$ cat config.mk
export PLATFORM = sky130hd
export DESIGN_NAME = dsm4_mod
export DESIGN_NICKNAME = d
export VERILOG_FILES = /design/src/rtl/dsm4_pkg.sv /design/src/rtl/dsm4_integ.sv /design/src/rtl/dsm4_quant.sv /design/src/rtl/dsm4_chan.sv /design/src/rtl/dsm4_mod.sv
export SDC_FILE = /design/constraint.sdc
export NUM_CORES = 1
export LEC_CHECK = 0
export ABC_AREA = 1
export BUFFER_PORTS_ARGS = -buffer_cell sky130_fd_sc_hd__buf_2
export CAP_MARGIN = 15
export CORE_ASPECT_RATIO = 0.6
export CORE_UTILIZATION = 60
export CTS_CLUSTER_SIZE = 28
export DETAILED_ROUTE_END_ITERATION = 8
export PLACE_DENSITY_LB_ADDON = 0.05
export SLEW_MARGIN = 25
export SYNTH_ARGS = -nofsm -noshare
export SYNTH_HDL_FRONTEND = slang
export SYNTH_SLANG_ARGS = --single-unit
$ cat constraint.sdc
create_clock -name clk -period 23.9 [get_ports clk]
set_clock_uncertainty 0.15 [all_clocks]
set_input_delay 3.585 -clock clk [delete_from_list [all_inputs] [get_ports clk]]
set_output_delay 3.585 -clock clk [all_outputs]
set_load 0.01 [all_outputs]
$ cat src/rtl/dsm4_pkg.sv
package dsm4_pkg;

   // Feed-forward weight of integrator stage k, as a right-shift amount.
   // Base-rate: 0,2,5,9,...  High-rate (half the oversampling): 0,1,3,6,...
   function automatic int ff_shift(input bit hi_rate, input int stage);
      return hi_rate ? (stage * (stage + 1)) / 2 : (stage * (stage + 3)) / 2;
   endfunction

   // Width of an integrator state: sample width plus limit headroom plus
   // guard bits so that state + input never wraps before the clamp.
   function automatic int state_width(input int dw, input int lim_shift);
      return dw + lim_shift + 3;
   endfunction

endpackage

$ cat src/rtl/dsm4_integ.sv
module dsm4_integ #(
   parameter int SW      = 21,
   parameter int LIM_EXP = 17
) (
   input  logic                 clk,
   input  logic                 rst_n,
   input  logic                 step_i,
   input  logic                 half_i,
   input  logic signed [SW-1:0] in_i,
   output logic signed [SW-1:0] nxt_o,
   output logic signed [SW-1:0] acc_o
);

   localparam int EW = SW + 1;
   localparam logic signed [EW-1:0] POS_LIM =
      {{(EW - LIM_EXP - 1){1'b0}}, 1'b1, {LIM_EXP{1'b0}}};
   localparam logic signed [EW-1:0] NEG_LIM = -POS_LIM;

   logic signed [SW-1:0] add;
   logic signed [EW-1:0] sum;

   // First tick after reset integrates half the input (trapezoidal start).
   assign add = half_i ? (in_i >>> 1) : in_i;
   assign sum = $signed({acc_o[SW-1], acc_o}) + $signed({add[SW-1], add});

   always_comb begin
      if (sum > POS_LIM)
         nxt_o = POS_LIM[SW-1:0];
      else if (sum < NEG_LIM)
         nxt_o = NEG_LIM[SW-1:0];
      else
         nxt_o = sum[SW-1:0];
   end

   always_ff @(posedge clk) begin
      if (!rst_n)
         acc_o <= '0;
      else if (step_i)
         acc_o <= nxt_o;
   end

endmodule

$ cat src/rtl/dsm4_quant.sv
module dsm4_quant #(
   parameter int SW    = 21,
   parameter int ORDER = 4
) (
   input  logic                  hi_rate_i,
   input  logic [ORDER*SW-1:0]   st_i,
   output logic                  one_o
);

   localparam int QW = SW + 3;

   logic signed [QW-1:0] term [ORDER];
   logic signed [QW-1:0] total;

   for (genvar k = 0; k < ORDER; k++) begin : g_term
      localparam int SB = dsm4_pkg::ff_shift(1'b0, k);
      localparam int SH = dsm4_pkg::ff_shift(1'b1, k);
      logic signed [SW-1:0] st;
      logic signed [SW-1:0] t_base;
      logic signed [SW-1:0] t_high;
      assign st     = st_i[k*SW +: SW];
      assign t_base = st >>> SB;
      assign t_high = st >>> SH;
      assign term[k] = hi_rate_i ? {{3{t_high[SW-1]}}, t_high}
                                 : {{3{t_base[SW-1]}}, t_base};
   end

   always_comb begin
      total = '0;
      for (int k = 0; k < ORDER; k++)
         total = total + term[k];
      one_o = ~total[QW-1];
   end

endmodule

$ cat src/rtl/dsm4_chan.sv
module dsm4_chan #(
   parameter int DW        = 16,
   parameter int ORDER     = 4,
   parameter int LIM_SHIFT = 2
) (
   input  logic          clk,
   input  logic          rst_n,
   input  logic          tick_i,
   input  logic          hi_rate_i,
   input  logic [DW-1:0] x_i,
   output logic          bit_o
);

   localparam int SW      = dsm4_pkg::state_width(DW, LIM_SHIFT);
   localparam int LIM_EXP = DW - 1 + LIM_SHIFT;
   localparam logic signed [SW-1:0] FULL = {{(SW-DW){1'b0}}, 1'b1, {(DW-1){1'b0}}};

   logic                  first_q;
   logic                  one;
   logic signed [SW-1:0]  xs;
   logic signed [SW-1:0]  fb;
   logic signed [SW-1:0]  err;
   logic [ORDER*SW-1:0]   st_flat;
   logic signed [SW-1:0]  nxt [ORDER];
   logic signed [SW-1:0]  acc [ORDER];

   assign xs  = {{(SW-DW){x_i[DW-1]}}, x_i};
   assign fb  = one ? FULL : -FULL;
   assign err = xs - fb;

   for (genvar k = 0; k < ORDER; k++) begin : g_stage
      logic signed [SW-1:0] stage_in;
      if (k == 0) begin : g_head
         assign stage_in = err;
      end else begin : g_link
         assign stage_in = nxt[k-1];
      end
      dsm4_integ #(.SW(SW), .LIM_EXP(LIM_EXP)) u_integ (
         .clk    (clk),
         .rst_n  (rst_n),
         .step_i (tick_i),
         .half_i (first_q),
         .in_i   (stage_in),
         .nxt_o  (nxt[k]),
         .acc_o  (acc[k])
      );
      assign st_flat[k*SW +: SW] = acc[k];
   end

   dsm4_quant #(.SW(SW), .ORDER(ORDER)) u_quant (
      .hi_rate_i (hi_rate_i),
      .st_i      (st_flat),
      .one_o     (one)
   );

   always_ff @(posedge clk) begin
      if (!rst_n) begin
         bit_o   <= 1'b0;
         first_q <= 1'b1;
      end else if (tick_i) begin
         bit_o   <= one;
         first_q <= 1'b0;
      end
   end

endmodule

$ cat src/rtl/dsm4_mod.sv
module dsm4_mod #(
   parameter int NUM_CH    = 2,
   parameter int DW        = 16,
   parameter int ORDER     = 4,
   parameter int LIM_SHIFT = 2
) (
   input  logic                 clk,
   input  logic                 rst_n,
   input  logic                 tick_i,
   input  logic                 hi_rate_i,
   input  logic [NUM_CH*DW-1:0] samples_i,
   output logic [NUM_CH-1:0]    bits_o
);

   localparam int SW = dsm4_pkg::state_width(DW, LIM_SHIFT);

   if (NUM_CH < 1) begin : g_bad_ch
      $error("dsm4_mod: NUM_CH must be at least 1");
   end
   if (DW < 4 || DW > 32) begin : g_bad_dw
      $error("dsm4_mod: DW must lie in 4..32");
   end
   if (ORDER < 1 || ORDER > 6) begin : g_bad_order
      $error("dsm4_mod: ORDER must lie in 1..6");
   end
   if (LIM_SHIFT < 1 || LIM_SHIFT > 4) begin : g_bad_lim
      $error("dsm4_mod: LIM_SHIFT must lie in 1..4");
   end
   if (dsm4_pkg::ff_shift(1'b0, ORDER-1) >= SW) begin : g_bad_shift
      $error("dsm4_mod: feed-forward shift exceeds state width");
   end

   for (genvar c = 0; c < NUM_CH; c++) begin : g_ch
      dsm4_chan #(.DW(DW), .ORDER(ORDER), .LIM_SHIFT(LIM_SHIFT)) u_chan (
         .clk       (clk),
         .rst_n     (rst_n),
         .tick_i    (tick_i),
         .hi_rate_i (hi_rate_i),
         .x_i       (samples_i[c*DW +: DW]),
         .bit_o     (bits_o[c])
      );
   end

endmodule

* Word-level counts from Yosys, hierarchy flattened *
Index checks and enable logic that the tools add are counted.

word-level totals
  word-level logic and storage cells = 77
  bits in registers = 171
  output and inout port bits = 2

operators by class
  mux-type cells = 32
  bitwise logic cells = 2
  add/subtract/negate cells = 16
  magnitude comparators = 16

operators with widths
  kind                                                                    number
  21-bit two-way mux                                                      18
  21-bit by 21-bit adder with 22-bit output                               8
  22-bit by 19-bit > comparator with 1-bit output, second input constant  8
  22-bit by 18-bit < comparator with 1-bit output, second input constant  8
  20-bit two-way mux                                                      8
  24-bit by 15-bit adder with 24-bit output                               2
  24-bit by 18-bit adder with 24-bit output                               2
  21-bit by 20-bit adder with 22-bit output                               2
  16-bit by 21-bit subtractor with 21-bit output                          2
  19-bit two-way mux                                                      2
  17-bit two-way mux                                                      2
  14-bit two-way mux                                                      2
  1-bit inverter                                                          2

* Depth between registers and ports, before layout *
  depth after elaboration = 26
  mapped depth = 110
  depth with buffers taken out = 103

* Hierarchy *
From an unflattened synthesis, not the netlist that was laid out.

second synthesis, totals
  cell total of the unflattened synthesis = 4657
  area total of the unflattened synthesis = 27129.8 um2

by module, submodules not included
  module                                               instances  area an instance (um2)  cells an instance
  dsm4_integ at g_ch[1].u_chan.g_stage[0].u_integ ...  3          2787.7                  498
  dsm4_integ at g_ch[0].u_chan.g_stage[1].u_integ ...  2          2885.3                  527
  dsm4_quant                                           2          2134.5                  269
  dsm4_integ at g_ch[1].u_chan.g_stage[3].u_integ      1          2879.0                  526
  dsm4_integ at g_ch[0].u_chan.g_stage[3].u_integ      1          2866.5                  526
  dsm4_integ at g_ch[0].u_chan.g_stage[0].u_integ      1          2753.9                  491
  dsm4_chan                                            2          113.9                   14

* Least setup slack after synthesis *
No wires, ideal clock.

  kind = input to register
  from = input port hi_rate_i
  to = register g_ch[1].u_chan.g_stage[3].u_integ.acc_o[12]
  library setup time = 0.070 ns
  stages on the path = 97
  path slack = 8.115 ns
  arrival = 15.565 ns
  cells stage by stage = clkbuf_1 clkbuf_1 clkbuf_1 nand2_1 o21ai_0 ha_1 inv_1 fa_1 inv_1 a21oi_1 o21ai_0 a21oi_1 o21bai_1 nand2_1 nand2_1 nand2_1 nand3_1 nand2_1 [61 not listed] nand2_1 o21ai_1 ha_1 fa_1 nand3_1 nand3_1 nand3_1 nand3_1 nand2_1 nand2_1 nand2_1 nand2_1 nor2_1 nand2_1 buf_2 a21boi_0 nand3_1 a21oi_1

between the ends
  longest elaborated chain between the ends = 26
  elaborated cells on any way between the ends = 32
  those cells by class = add/sub (8); order compare (8); mux (16)

ends and longest elaborated chain
  element                                           RTL line          text
  start: declaration                                dsm4_mod.sv:10    input logic hi_rate_i,
  19-bit two-way mux                                dsm4_quant.sv:24  assign term[k] = hi_rate_i ? {{3{t_high[SW-1]}}, t_high}
  21-bit by 20-bit adder with 22-bit output         dsm4_quant.sv:31  total = total + term[k];
  24-bit by 18-bit adder with 24-bit output         dsm4_quant.sv:31
  24-bit by 15-bit adder with 24-bit output *       dsm4_quant.sv:31
  21-bit two-way mux *                              dsm4_chan.sv:28   assign fb = one ? FULL : -FULL;
  16-bit by 21-bit subtractor with 21-bit output *  dsm4_chan.sv:29   assign err = xs - fb;
  20-bit two-way mux                                dsm4_integ.sv:23  assign add = half_i ? (in_i >>> 1) : in_i;
  21-bit by 21-bit adder with 22-bit output *       dsm4_integ.sv:24  assign sum = $signed({acc_o[SW-1], acc_o}) + $signed({add[SW-1], add});
  [3 not listed]                                    -
  via g_ch[1].u_chan.g_stage[0].u_integ.nxt_o[20]   dsm4_integ.sv:10  output logic signed [SW-1:0] nxt_o,
  [7 not listed]                                    -
  22-bit by 18-bit < comparator with 1-bit output   dsm4_integ.sv:29  else if (sum < NEG_LIM)
  21-bit two-way mux                                dsm4_integ.sv:29
  21-bit two-way mux *                              dsm4_integ.sv:27  if (sum > POS_LIM)
  20-bit two-way mux                                dsm4_integ.sv:23
  21-bit by 21-bit adder with 22-bit output *       dsm4_integ.sv:24
  22-bit by 18-bit < comparator with 1-bit output   dsm4_integ.sv:29
  21-bit two-way mux                                dsm4_integ.sv:29
  21-bit two-way mux *                              dsm4_integ.sv:27
  end signal: assignment                            dsm4_integ.sv:39  acc_o <= nxt_o;
  end: declaration                                  dsm4_integ.sv:11  output logic signed [SW-1:0] acc_o

The timed path passes the listed nets; every way through them passes the cells marked *.
A chain may end at the register's enable or synchronous reset.

* Final worst setup path *
  from = input port hi_rate_i
  to = register g_ch[1].u_chan.g_stage[3].u_integ.acc_o[12]

between the ends
  longest elaborated chain between the ends = 26
  elaborated cells on any way between the ends = 32
  those cells by class = add/sub (8); order compare (8); mux (16)

ends and longest elaborated chain
  element                                           RTL line
  19-bit two-way mux                                dsm4_quant.sv:24
  21-bit by 20-bit adder with 22-bit output         dsm4_quant.sv:31
  24-bit by 18-bit adder with 24-bit output         dsm4_quant.sv:31
  24-bit by 15-bit adder with 24-bit output *       dsm4_quant.sv:31
  21-bit two-way mux *                              dsm4_chan.sv:28
  16-bit by 21-bit subtractor with 21-bit output *  dsm4_chan.sv:29
  20-bit two-way mux                                dsm4_integ.sv:23
  21-bit by 21-bit adder with 22-bit output *       dsm4_integ.sv:24
  [10 not listed]                                   -
  22-bit by 18-bit < comparator with 1-bit output   dsm4_integ.sv:29
  21-bit two-way mux                                dsm4_integ.sv:29
  21-bit two-way mux *                              dsm4_integ.sv:27
  20-bit two-way mux                                dsm4_integ.sv:23
  21-bit by 21-bit adder with 22-bit output *       dsm4_integ.sv:24
  22-bit by 18-bit < comparator with 1-bit output   dsm4_integ.sv:29
  21-bit two-way mux                                dsm4_integ.sv:29
  21-bit two-way mux *                              dsm4_integ.sv:27

Mark *: on every way between the ends. The rest lies on a longest branch, timed or not.

==> flow_summary.html <==
<table>
<tr><th>Metric</th><th>Value</th></tr>
<tr><th colspan="2">CTS</th></tr>
<tr><td>Post-cts resize count</td><td>0</td></tr>
<tr><td>CTS tree</td><td>yes</td></tr>
<tr><td>Max Root-Sink Buffers</td><td>2</td></tr>
<tr><td>CTS Buf Count</td><td>17</td></tr>
<tr><td>Clock latency reported for the late side of the worst-skew pair</td><td>0.48 ns</td></tr>
<tr><td>Master cell of the clock root buffer</td><td>sky130_fd_sc_hd__clkbuf_16</td></tr>
<tr><td>Clock input transition at the sequential cells of the worst setup and hold paths</td><td>0.07 ns</td></tr>
<tr><td>Number of clock sinks</td><td>171</td></tr>
<tr><td>Count of hold-fix buffers inserted at cts</td><td>0</td></tr>
<tr><td>Deepest level of the CTS H-tree</td><td>4</td></tr>
<tr><td>Postcts setup bufs</td><td>0</td></tr>
<tr><th colspan="2">Timing</th></tr>
<tr><td>Relative slew margins</td><td>34.08%</td></tr>
<tr><td>Count of pins over their slew limit</td><td>0</td></tr>
<tr><td>Maximum operating frequency</td><td>48.02 MHz</td></tr>
<tr><td>Unrepaired setup endpoints after global routing</td><td>false</td></tr>
<tr><td>Transition time at the pin with the least slew margin</td><td>0.9888 ns</td></tr>
<tr><td>Tcrit/Tclk final</td><td>87.13%</td></tr>
<tr><td>Fin Setup TNS</td><td>0 ns</td></tr>
<tr><td>Endpoints failing hold</td><td>0</td></tr>
<tr><td>Final count of negative-setup-slack endpoints</td><td>0</td></tr>
<tr><td>Final critical path time including I/O delays and setup</td><td>20.82 ns</td></tr>
<tr><th colspan="2">Die</th></tr>
<tr><td>Die width</td><td>268.1 microns</td></tr>
<tr><td>Row count</td><td>58</td></tr>
<tr><td>Floorplan Core Area</td><td>41870 sq um</td></tr>
<tr><td>Vert. Die Dim</td><td>161.7 microns</td></tr>
<tr><td>Number of top-level pins</td><td>38</td></tr>
<tr><td>Initial Utilization</td><td>60.90%</td></tr>
<tr><td>Die area</td><td>43350 sq um</td></tr>
<tr><th colspan="2">Routing</th></tr>
<tr><td>Routed wire length on met3</td><td>13820 microns</td></tr>
<tr><td>Iter 0 DRT Violations</td><td>4263</td></tr>
<tr><td>Number of nets with antenna violations after routing</td><td>0</td></tr>
<tr><td>Residual DRC</td><td>0</td></tr>
<tr><td>Total Routed Length</td><td>88860 microns</td></tr>
<tr><td>DR vias</td><td>28770</td></tr>
<tr><td>Vias per Instance</td><td>5.939</td></tr>
<tr><td>Total met2 wirelength after detailed routing</td><td>30180 microns</td></tr>
<tr><td>Detail-routed net length per standard cell</td><td>18.34 microns</td></tr>
<tr><td>Number of iterations in the first detailed-routing pass</td><td>6</td></tr>
<tr><td>Met1 Routed Length</td><td>43700 microns</td></tr>
<tr><td>Top routing layer in use</td><td>met5</td></tr>
<tr><th colspan="2">Layout</th></tr>
<tr><td>Flip-flop and latch area</td><td>3427 sq um</td></tr>
<tr><td>Layout cell share with drive strength beyond 1</td><td>4.118%</td></tr>
<tr><td>Fill cell total of the finished layout</td><td>4273</td></tr>
<tr><td>Signed area change from the synthesized netlist to the final layout</td><td>3.577%</td></tr>
<tr><td>Layout Nets</td><td>4607</td></tr>
<tr><td>Combined area of the multi-input logic cells</td><td>19430 sq um</td></tr>
<tr><td>Final antenna diode count</td><td>0</td></tr>
<tr><th colspan="2">Place</th></tr>
<tr><td>Placer Congestion</td><td>1.059</td></tr>
<tr><td>Sum of net half-perimeters after detailed placement</td><td>72580 microns</td></tr>
<tr><td>IO Port Bufs</td><td>37</td></tr>
<tr><th colspan="2">Synth</th></tr>
<tr><td>Fraction of the yosys area taken by sequential cells</td><td>13.42%</td></tr>
<tr><td>Area fraction in and, or, nand and nor cells after synthesis</td><td>35.96%</td></tr>
<tr><td>Count of flip-flops with a built-in enable after synthesis</td><td>0</td></tr>
<tr><td>Async set-or-reset flop fraction in the synthesized netlist</td><td>0%</td></tr>
<tr><td>Number of storage elements in the synthesis netlist</td><td>171</td></tr>
<tr><td>Net count after synthesis</td><td>4689</td></tr>
<tr><td>Post-synthesis area per instance</td><td>5.871 sq um</td></tr>
<tr><td>Main combinational cell family by area after synthesis</td><td>simple AND/OR/NAND/NOR gates</td></tr>
<tr><td>Post-synthesis share of cell area spent on full adders, half adders and majority gates</td><td>16.74%</td></tr>
<tr><td>Ys flop type</td><td>sky130_fd_sc_hd__dfxtp_1</td></tr>
<tr><td>Ys Warns</td><td>0</td></tr>
<tr><td>Share of the synthesized netlist area taken by xor and xnor gates</td><td>2.404%</td></tr>
<tr><td>Biggest area consumer among synthesized cells</td><td>sky130_fd_sc_hd__nand2_1</td></tr>
<tr><td>Unique masters post-synth</td><td>54</td></tr>
<tr><td>Leading post-synthesis cells by cell area</td><td>sky130_fd_sc_hd__nand2_1 (20%), sky130_fd_sc_hd__dfxtp_1 (13%), sky130_fd_sc_hd__ha_1 (13%)</td></tr>
<tr><td>Synth top area share</td><td>19.75%</td></tr>
<tr><td>Mux share of post-synthesis cell area</td><td>0.07851%</td></tr>
<tr><td>Instance count of the mapped netlist</td><td>4343</td></tr>
<tr><td>Synthesized-area fraction occupied by ao, oa, aoi and oai cells</td><td>21.02%</td></tr>
<tr><td>Post-Synthesis Cell Area</td><td>25500 sq um</td></tr>
<tr><th colspan="2">Worst setup path</th></tr>
<tr><td>Required time worst endpoint</td><td>24.14 ns</td></tr>
<tr><td>Delay of the slowest cell on the worst path</td><td>0.79 ns</td></tr>
<tr><td>Worst path slowest cell</td><td>sky130_fd_sc_hd__buf_4</td></tr>
<tr><td>Most prevalent standard cell on the critical path</td><td>sky130_fd_sc_hd__nand2_1</td></tr>
<tr><td>Worst endpoint data arrival time</td><td>21.06 ns</td></tr>
<tr><td>Category of the worst setup path launch point</td><td>input port</td></tr>
<tr><td>Capturing element type of the critical path</td><td>flop</td></tr>
<tr><td>Largest fanout on the critical path</td><td>108</td></tr>
<tr><td>Setup CP Type</td><td>input port to flop</td></tr>
<tr><th colspan="2">Flow run</th></tr>
<tr><td>Max-cap violations</td><td>0</td></tr>
<tr><th colspan="2">Status</th></tr>
<tr><td>Run status</td><td>completed</td></tr>
<tr><th colspan="2">Global routing</th></tr>
<tr><td>Overall overflow remaining after global route</td><td>0</td></tr>
<tr><td>Via count of the first global-routing pass</td><td>24260</td></tr>
<tr><td>Largest net degree at the start of global routing</td><td>111</td></tr>
<tr><td>Global-route wire length before repair</td><td>137300 microns</td></tr>
<tr><td>Initial antenna violation count</td><td>0</td></tr>
<tr><td>Global-route usage over all layers</td><td>40.54%</td></tr>
<tr><th colspan="2">Hold path</th></tr>
<tr><td>Class of the tightest hold or removal check</td><td>flop to flop</td></tr>
</table>
-- worst max-delay path: cells and delay by family --
family          cells  cell delay [ns]
fa+ha+maj          10             3.39
compound gates     14             2.94
simple gates       53             8.80
buf+inv             8             1.80
xor+xnor            1             0.43
-- through the flow --
step	area, sq um	util, %	setup WS [ns]	hold WS, ns	instances
2_1_floorplan	25500	-	8.115	0.2997	4343
3_3_place_gp	25750	61.51	3.406	0.3144	4812
3_5_place_dp	25750	61.51	3.189	0.3188	4812
4_1_cts	26410	63.08	3.668	0.3318	4844
5_1_grt	26410	63.08	1.476	0.3625	4844
6_report	26410	63.08	3.076	0.3295	4844
-- Yosys cell counts, drive strengths merged, types with 9 or more instances --
| master | count |
|---|---|
| and2 | 14 |
| a21o | 9 |
| nor2 | 256 |
| a21oi | 455 |
| xnor2 | 24 |
| buf | 59 |
| ha | 258 |
| nand2 | 1373 |
| nand4 | 70 |
| o211ai | 21 |
| o21ai | 395 |
| dfxtp | 171 |
| fa | 52 |
| nand3b | 41 |
| o21bai | 14 |
| nand3 | 345 |
| clkbuf | 86 |
| nor3 | 37 |
| inv | 506 |
| xor2 | 46 |
| a21boi | 68 |
-- cells in the final DEF, fill, tap and decap left out, drive strengths merged, types with 6 or more instances in the layout --
cell / Yosys / layout
a21boi: 68 / 68
a21o: 9 / 9
a21oi: 455 / 455
a31oi: 6 / 6
and2: 14 / 14
buf: 59 / 46
clkbuf: 86 / 19
clkinv: 2 / 6
dfxtp: 171 / 171
fa: 52 / 52
ha: 258 / 258
inv: 506 / 508
nand2: 1373 / 1373
nand3: 345 / 345
nand3b: 41 / 41
nand4: 70 / 70
nor2: 256 / 256
nor3: 37 / 37
nor4: 7 / 7
o211ai: 21 / 21
o21ai: 395 / 395
o21bai: 14 / 14
xnor2: 24 / 24
xor2: 46 / 46
-- path summary, 6_finish.rpt --
check,start,endpoint,slack [ns],cells past startpoint
setup / recovery,hi_rate_i,g_ch[1].u_chan.g_stage[3].u_integ.acc_o[12],3.08,86
hold / removal,g_ch[0].u_chan.g_stage[3].u_integ.acc_o[2],g_ch[0].u_chan.g_stage[3].u_integ.acc_o[2],0.33,2
setup reg to reg,g_ch[1].u_chan.g_stage[1].u_integ.acc_o[1],g_ch[1].u_chan.g_stage[3].u_integ.acc_o[12],6.75,84
hold reg to reg,g_ch[0].u_chan.g_stage[3].u_integ.acc_o[2],g_ch[0].u_chan.g_stage[3].u_integ.acc_o[2],0.33,2
-- flip-flops by register name, summed over array words and instances, names as in the netlist --
name	flops
g_ch.u_chan.bit_o	2
g_ch.u_chan.first_q	1
g_ch.u_chan.g_stage.u_integ.acc_o	168
-- cell type report --
type / instances / area share, %
Inverter: 508 / 7.229
Timing Repair Buffer: 47 / 1.037
Clock buffer: 18 / 1.663
Sequential cell: 171 / 12.98
Multi-Input combinational cell: 3516 / 73.57
Tap cell: 570 / 2.700
Clock inverter: 14 / 0.8243
-- logic make-up after synthesis --
group                      count (synthesis)
AOI/OAI and AO/OA                        986
muxes                                      2
DFF                                      171
and+or+nand+nor                         2148
buffers and inverters                    656
xor gates and xnor gates                  70
adders and majority gates                310
-- routing by layer --
| layer | global-route usage, % | vias up |
|---|---|---|
| met2 | 48.65 | 1624 |
| met1 | 66.63 | 12820 |
| met4 | 5.870 | 2 |
| li1 | - | 14230 |
| met3 | 13.63 | 87 |
| met5 | 1.126 | - |
Power is left out: the tool's default activity adds up to more than one toggle a clock period on the data nets, which glitch-free logic cannot reach.
